**config.mk**
```make
export PLATFORM = sky130hd
export DESIGN_NAME = chglink_uart
export DESIGN_NICKNAME = d
export VERILOG_FILES = /design/src/rtl/chglink_pkg.sv /design/src/rtl/chglink_tx.sv /design/src/rtl/chglink_rx.sv /design/src/rtl/chglink_pad.sv /design/src/rtl/chglink_uart.sv
export SDC_FILE = /design/constraint.sdc
export NUM_CORES = 1
export LEC_CHECK = 0
export BUFFER_PORTS_ARGS = -buffer_cell sky130_fd_sc_hd__buf_2
export CAP_MARGIN = 5
export CORE_ASPECT_RATIO = 1.5
export CORE_MARGIN = 4
export CORE_UTILIZATION = 24
export CTS_CLUSTER_SIZE = 28
export DETAILED_ROUTE_END_ITERATION = 8
export HOLD_SLACK_MARGIN = 0.02
export PLACE_DENSITY = 0.49
export SYNTH_ARGS = -nofsm -noshare
export SYNTH_HDL_FRONTEND = slang
export SYNTH_SLANG_ARGS = --single-unit
```
**constraint.sdc**
```tcl
create_clock -name clk -period 3.7 [get_ports clk]
set_input_delay 0.555 -clock clk [delete_from_list [all_inputs] [get_ports clk]]
set_output_delay 0.555 -clock clk [all_outputs]
set_load 0.01 [all_outputs]
```
**src/rtl/chglink_pkg.sv**
```systemverilog
package chglink_pkg;
  localparam int FRAME_BITS = 11;
  localparam int FIELD_BITS = 10;
  localparam logic [1:0] PAD_STATUS = 2'd1;
  typedef enum logic {RX_IDLE = 1'b0, RX_RUN = 1'b1} rx_state_e;
endpackage

```
**src/rtl/chglink_tx.sv**
```systemverilog
module chglink_tx
  import chglink_pkg::*;
#(
  parameter int HALF = 8
) (
  input  logic       clk,
  input  logic       rst,
  input  logic       start_i,
  input  logic [7:0] data_i,
  output logic       busy_o,
  output logic       raw_o,
  output logic       load_o
);
  localparam int HW = $clog2(HALF);
  localparam int IW = $clog2(FRAME_BITS);
  localparam logic [IW-1:0] LAST = IW'(FRAME_BITS - 1);

  logic [HW-1:0]         hcnt_q;
  logic                  half_q;
  logic [IW-1:0]         idx_q;
  logic [FRAME_BITS-1:0] sh_q;
  logic                  busy_q, raw_q, load_q;
  logic                  half_end;

  assign half_end = (hcnt_q == HW'(HALF - 1));

  always_ff @(posedge clk) begin
    if (rst) begin
      hcnt_q <= '0;
      half_q <= 1'b0;
      idx_q  <= '0;
      sh_q   <= '1;
      busy_q <= 1'b0;
      raw_q  <= 1'b1;
      load_q <= 1'b0;
    end else if (!busy_q) begin
      if (start_i) begin
        sh_q   <= {1'b1, ~^data_i, data_i, 1'b0};
        raw_q  <= 1'b0;
        load_q <= ~load_q;
        busy_q <= 1'b1;
        hcnt_q <= '0;
        half_q <= 1'b0;
        idx_q  <= '0;
      end
    end else if (half_end) begin
      hcnt_q <= '0;
      if (!half_q) begin
        half_q <= 1'b1;
        if (sh_q[0]) load_q <= ~load_q;
      end else begin
        half_q <= 1'b0;
        if (idx_q == LAST) begin
          busy_q <= 1'b0;
          raw_q  <= 1'b1;
          load_q <= 1'b0;
        end else begin
          idx_q  <= idx_q + 1'b1;
          sh_q   <= {1'b1, sh_q[FRAME_BITS-1:1]};
          raw_q  <= sh_q[1];
          load_q <= ~load_q;
        end
      end
    end else begin
      hcnt_q <= hcnt_q + 1'b1;
    end
  end

  assign busy_o = busy_q;
  assign raw_o  = raw_q;
  assign load_o = load_q;

  assert_idle_high_R2: assert property (@(posedge clk) disable iff (rst)
    !busy_q |-> raw_q);
  assert_bit_hold_R2: assert property (@(posedge clk) disable iff (rst)
    (busy_q && !(half_end && half_q)) |=> $stable(raw_q));
  assert_load_idle_R3: assert property (@(posedge clk) disable iff (rst)
    !busy_q |-> !load_q);
endmodule

```
**src/rtl/chglink_rx.sv**
```systemverilog
module chglink_rx
  import chglink_pkg::*;
#(
  parameter int HALF = 8
) (
  input  logic       clk,
  input  logic       rst,
  input  logic       edge_i,
  input  logic       block_i,
  output logic       busy_o,
  output logic       valid_o,
  output logic [7:0] data_o,
  output logic       err_o
);
  localparam int LIMIT = (5 * HALF) / 2;
  localparam int TW = $clog2(LIMIT + 1);
  localparam int IW = $clog2(FRAME_BITS);
  localparam logic [IW-1:0] LAST = IW'(FRAME_BITS - 1);
  localparam logic [TW:0] H_LO = (TW+1)'(HALF / 2);
  localparam logic [TW:0] F_LO = (TW+1)'((3 * HALF) / 2);
  localparam logic [TW:0] F_HI = (TW+1)'(LIMIT);

  rx_state_e             st_q;
  logic [TW-1:0]         tmr_q;
  logic                  mid_q;
  logic [IW-1:0]         idx_q;
  logic [FIELD_BITS-1:0] sh_q;
  logic                  valid_q, err_q;
  logic [7:0]            data_q;
  logic [TW:0]           gap;
  logic                  is_half, is_full, frame_ok;

  assign gap      = {1'b0, tmr_q} + 1'b1;
  assign is_half  = (gap >= H_LO) && (gap < F_LO);
  assign is_full  = (gap >= F_LO) && (gap < F_HI);
  assign frame_ok = !sh_q[0] && (^sh_q[FIELD_BITS-1:1]);

  always_ff @(posedge clk) begin
    if (rst) begin
      st_q    <= RX_IDLE;
      tmr_q   <= '0;
      mid_q   <= 1'b0;
      idx_q   <= '0;
      sh_q    <= '0;
      valid_q <= 1'b0;
      err_q   <= 1'b0;
      data_q  <= '0;
    end else begin
      valid_q <= 1'b0;
      err_q   <= 1'b0;
      case (st_q)
        RX_IDLE: begin
          if (edge_i && !block_i) begin
            st_q  <= RX_RUN;
            tmr_q <= '0;
            mid_q <= 1'b0;
            idx_q <= '0;
          end
        end
        default: begin
          if (edge_i) begin
            tmr_q <= '0;
            if (is_half && !mid_q) begin
              if (idx_q == LAST) begin
                st_q <= RX_IDLE;
                if (frame_ok) begin
                  valid_q <= 1'b1;
                  data_q  <= sh_q[8:1];
                end else begin
                  err_q <= 1'b1;
                end
              end else begin
                mid_q <= 1'b1;
              end
            end else if (is_half && mid_q) begin
              sh_q  <= {1'b1, sh_q[FIELD_BITS-1:1]};
              idx_q <= idx_q + 1'b1;
              mid_q <= 1'b0;
            end else if (is_full && !mid_q && idx_q != LAST) begin
              sh_q  <= {1'b0, sh_q[FIELD_BITS-1:1]};
              idx_q <= idx_q + 1'b1;
            end else begin
              err_q <= 1'b1;
              st_q  <= RX_IDLE;
            end
          end else if (tmr_q == TW'(LIMIT - 1)) begin
            err_q <= 1'b1;
            st_q  <= RX_IDLE;
          end else begin
            tmr_q <= tmr_q + 1'b1;
          end
        end
      endcase
    end
  end

  assign busy_o  = (st_q == RX_RUN);
  assign valid_o = valid_q;
  assign err_o   = err_q;
  assign data_o  = data_q;

  assert_one_result_R8: assert property (@(posedge clk) disable iff (rst)
    !(valid_q && err_q));
  assert_timer_bound_R10: assert property (@(posedge clk) disable iff (rst)
    tmr_q < TW'(LIMIT));
  assert_blocked_idle_R11: assert property (@(posedge clk) disable iff (rst)
    (st_q == RX_IDLE && block_i) |=> (st_q == RX_IDLE));
endmodule

```
**src/rtl/chglink_pad.sv**
```systemverilog
module chglink_pad
  import chglink_pkg::*;
(
  input  logic       clk,
  input  logic       rst,
  input  logic       burn_en_i,
  input  logic       pad_in_i,
  input  logic [1:0] mode_i,
  input  logic       done_i,
  input  logic       fault_i,
  input  logic       raw_i,
  output logic       pad_out_o,
  output logic       pad_oe_o,
  output logic       burn_rst_o
);
  logic s1_q, s2_q, brst_q, out_q, oe_q;

  always_ff @(posedge clk) begin
    if (rst) begin
      s1_q   <= 1'b1;
      s2_q   <= 1'b1;
      brst_q <= 1'b0;
      out_q  <= 1'b0;
      oe_q   <= 1'b0;
    end else begin
      s1_q   <= pad_in_i;
      s2_q   <= s1_q;
      brst_q <= burn_en_i && !s2_q;
      if (burn_en_i) begin
        oe_q  <= 1'b0;
        out_q <= 1'b0;
      end else if (mode_i == PAD_STATUS) begin
        if (fault_i) begin
          oe_q  <= 1'b1;
          out_q <= 1'b0;
        end else if (done_i) begin
          oe_q  <= 1'b1;
          out_q <= 1'b1;
        end else begin
          oe_q  <= 1'b0;
          out_q <= 1'b0;
        end
      end else begin
        oe_q  <= 1'b1;
        out_q <= raw_i;
      end
    end
  end

  assign pad_out_o  = out_q;
  assign pad_oe_o   = oe_q;
  assign burn_rst_o = brst_q;

  assert_burn_hiz_R6: assert property (@(posedge clk) disable iff (rst)
    burn_en_i |=> !pad_oe_o);
  assert_fault_low_R5: assert property (@(posedge clk) disable iff (rst)
    (!burn_en_i && mode_i == PAD_STATUS && fault_i) |=> (pad_oe_o && !pad_out_o));
endmodule

```
**src/rtl/chglink_uart.sv**
```systemverilog
module chglink_uart #(
  parameter int CLK_HZ = 125_000_000,
  parameter int BIT_HZ = 2000
) (
  input  logic       clk,
  input  logic       rst,
  input  logic       tx_valid,
  input  logic [7:0] tx_data,
  output logic       tx_ready,
  output logic       tx_busy,
  output logic       load_on,
  input  logic       rx_edge,
  output logic       rx_valid,
  output logic [7:0] rx_data,
  output logic       rx_err,
  input  logic [1:0] pad_mode,
  input  logic       chg_done,
  input  logic       chg_fault,
  input  logic       burn_en,
  input  logic       pad_in,
  output logic       pad_out,
  output logic       pad_oe
);
  localparam int CYC  = CLK_HZ / BIT_HZ;
  localparam int HALF = CYC / 2;

  logic burn_rst, core_rst, tx_raw, rx_busy, tx_start;

  assign core_rst = rst || burn_rst;
  assign tx_ready = !tx_busy && !rx_busy && !core_rst;
  assign tx_start = tx_valid && tx_ready;

  chglink_tx #(.HALF(HALF)) tx_i (
    .clk(clk), .rst(core_rst), .start_i(tx_start), .data_i(tx_data),
    .busy_o(tx_busy), .raw_o(tx_raw), .load_o(load_on)
  );

  chglink_rx #(.HALF(HALF)) rx_i (
    .clk(clk), .rst(core_rst), .edge_i(rx_edge), .block_i(tx_busy || tx_start),
    .busy_o(rx_busy), .valid_o(rx_valid), .data_o(rx_data), .err_o(rx_err)
  );

  chglink_pad pad_i (
    .clk(clk), .rst(rst), .burn_en_i(burn_en), .pad_in_i(pad_in),
    .mode_i(pad_mode), .done_i(chg_done), .fault_i(chg_fault), .raw_i(tx_raw),
    .pad_out_o(pad_out), .pad_oe_o(pad_oe), .burn_rst_o(burn_rst)
  );

  assert_half_duplex_R11: assert property (@(posedge clk) disable iff (core_rst)
    !(tx_busy && rx_busy));
  assert_accept_busy_R1: assert property (@(posedge clk) disable iff (core_rst)
    (tx_valid && tx_ready) |=> tx_busy);
endmodule

```
==> metrics.txt <==
Clk Latency, worst-skew pair 0.34 ns; Commonest cells post-synth dfxtp_1, nor2_1, nand2_1; port buffer count 32; max frequency 0.2914 GHz; Final period util 0.9274; VDD IR max 0.3135 mV; worst hold path type register to register; Power Dens Cells 394.2 mW/mm^2; hold path cells 1; Ant. Diodes 0; multi-input combinational cell area around 0.0027 mm^2; H-tree depth 3; first-pass GRT wire length slightly below 20000 um; vias in the first global route slightly above 4000; Crit path required time 3.95 ns; number of synthesized flops with an enable pin 0; Slew Viols, Final 0; Final ANT Viol Nets 0; Worst Path Arrival 3.68 ns; worst hold endpoint pad_i.burn_rst_o; post-detail-place hpwl around 8600 um; Inst Count DP between 800 and 900; largest stage delay on the critical path 0.59 ns; non-filler cells, final 858; Layout Nets 630; Placement Rows 61; CTS tree done; Distinct cells, synth 62; pin slew with the least headroom to its limit 0.8066 ns; CTS sink cnt 81; Top-Level Pins 33; clock slew at reported path FFs 0.06 ns; Leak just under 2 nW; Area Overhead vs Synth 17.66%; RSZ-0062 raised after global routing no; Reg area ~0.0016 mm^2; Synth area leader dfxtp_1; asr flop ratio synth 0; crit path kind register to register; Mapped Area 0.004563 mm^2; pin count of the biggest net entering global routing 41; Fin. Hold Viols 0; Crit path buffers/inverters 1; critical path depth 11; Startpoint Class register; R2R Path End rx_i.idx_q[1]; share of the synthesized area in the top cell type 0.3554; Die Wd between 100 and 150 um; CTS Hold Bufs 0; Max clock buf depth 2; Max-slew headroom 0.4606; slowest library cell on the worst path or4_4; detailed router's first-iteration violation count 283; Clock Skews between 0.009 and 0.01 ns; Root Driver clkbuf_16; minimum clock period between 3 and 4 ns; Vias/cell 4.965; Core ar. ~0.019 mm^2; FF-to-FF Start rx_i.tmr_q[0]; wire per inst 13.81 um; Initial Util 0.2450; Syn Nets 609; Post-Synthesis Cells a little under 600; status complete, no violations; setup tns final 0 ns; initial antenna violation count 0; top cells by area, synth dfxtp_1, o21ai_0, nor2_1, a21oi_1, nand2_1; final wirelength ~12000 um; die height 176.9 um; share of layout cells above drive strength 1 0.1436; Avg Cell Area, Syn 7.854 um^2; register area share after synthesis 0.3554; CP Cell Sequence ha_2, nand3_2, or4_4, nor4b_4, a31oi_1, a2111o_1, a2111oi_4, a21oi_2, nand2b_1, buf_4, o32ai_2; grt total ovfl 0; routed via count 4260; DRC 0; max-cap viol count 0; TritonCTS Buffers 9; synthesized flop and latch total 81; CP Max Fanout 10; Post-synth top flop dfxtp_1; drt pass-1 iters 4; Final setup viols 0; hold_sp pad_i.s2_q; R2R setup slack roughly 0.27 ns; gr usage total 0.1123; most numerous cell in the Yosys netlist dfxtp_1; GP Congestion 0.8768; delay-heaviest family, CP compound AO/OA/AOI/OAI gates; fillcell total 2068; die area roughly 0.021 mm^2; synth warn 0; critical path endpoint category register; Worst R2R Path Depth 11
## worst max-delay path by stage
stage | from | end | slack (ns)
detailed placement | rx_i.tmr_q[0] | rx_i.idx_q[1] | 0.22
CTS | rx_i.tmr_q[0] | rx_i.idx_q[1] | 0.13
floorplan | rx_i.tmr_q[1] | rx_i.idx_q[3] | 0.51
finish | rx_i.tmr_q[0] | rx_i.idx_q[1] | 0.27
global placement | rx_i.tmr_q[0] | rx_i.idx_q[1] | 0.36
global route | rx_i.tmr_q[1] | rx_i.idx_q[1] | 0.05
## report_power, final
| group | leakage, nW | switching (W) | internal [W] |
|---|---|---|---|
| logic | 1.10 | 0.000113 | 0.0000644 |
| registers | 0.658 | 0.0000150 | 0.000892 |
| clock network | 0.163 | 0.000371 | 0.000660 |
## sequential cells by signal (all words and copies together) (netlist names)
signal,cells
pad_i.burn_rst_o,1
pad_i.pad_oe_o,1
pad_i.pad_out_o,1
pad_i.s1_q,1
pad_i.s2_q,1
rx_i.busy_o,1
rx_i.data_o,8
rx_i.err_o,1
rx_i.idx_q,4
rx_i.mid_q,1
rx_i.sh_q,10
rx_i.tmr_q,17
rx_i.valid_o,1
tx_i.busy_o,1
tx_i.half_q,1
tx_i.hcnt_q,15
tx_i.idx_q,4
tx_i.load_o,1
tx_i.raw_o,1
tx_i.sh_q,10
## cells by family after synthesis
kind of cell,count (synthesis),share of synthesized area
flops,81,0.3554
simple gates,237,0.2638
fa+ha+maj,10,0.02742
compound gates,153,0.2139
buf+inv,56,0.04881
xor+xnor,23,0.04415
mux,21,0.04661
## what timing repair did
| action | 4_1_cts | 5_1_grt |
|---|---|---|
| setup endpoints to repair | 0 | 2 |
| setup buffers | 0 | 0 |
| gates resized for setup | 0 | 5 |
## layer usage
metal  vias up  GRT usage  share of wire
met2        81     0.2085           0.52
met4         0    0.05766          0.037
met1      2020     0.1232           0.42
met3        26    0.01471          0.027
met5         -          0              0
li1       2133          -              -
## per-stage QoR
stage / setup slack, ns / utilization / power [W] / instance area (um^2) / hold WS [ns]
floorplan: 0.5131 / - / 0.001050 / 4563 / 0.3721
global placement: 0.3569 / 0.2692 / 0.001105 / 5014 / 0.3843
detailed placement: 0.2190 / 0.2692 / 0.001107 / 5014 / 0.3983
CTS: 0.1259 / 0.2875 / 0.002156 / 5354 / 0.3954
global route: 0.04625 / 0.2883 / 0.002211 / 5369 / 0.4202
finish: 0.2688 / 0.2883 / 0.002116 / 5369 / 0.4039
## cell usage in the layout, fill, tap and decap left out, types with 5 or more instances in the layout
master and instances:
o21ai_0 46, clkbuf_16 9, nor2_1 60, a21oi_1 45, o211ai_1 10, a31oi_1 9, nand2_1 58, a311oi_1 11
buf_2 32, ha_1 9, xor2_1 5, nand3b_1 6, dfxtp_1 78, inv_1 16, buf_4 18, nor3_1 16
mux2i_1 19, and3_1 8, nand4_1 5, xnor2_1 18, nand3_1 29, or3_1 11, nand2b_1 8
## cell type report
cell class,instances,share of cell area
multi-input combinational,444,0.5090
sequential,81,0.3027
tap,252,0.05873
timing repair buffer,50,0.05500
clock buffer,9,0.04195
clock inverter,6,0.02144
inverter,16,0.01119
Note: power is estimated with default switching activity, not from simulation.
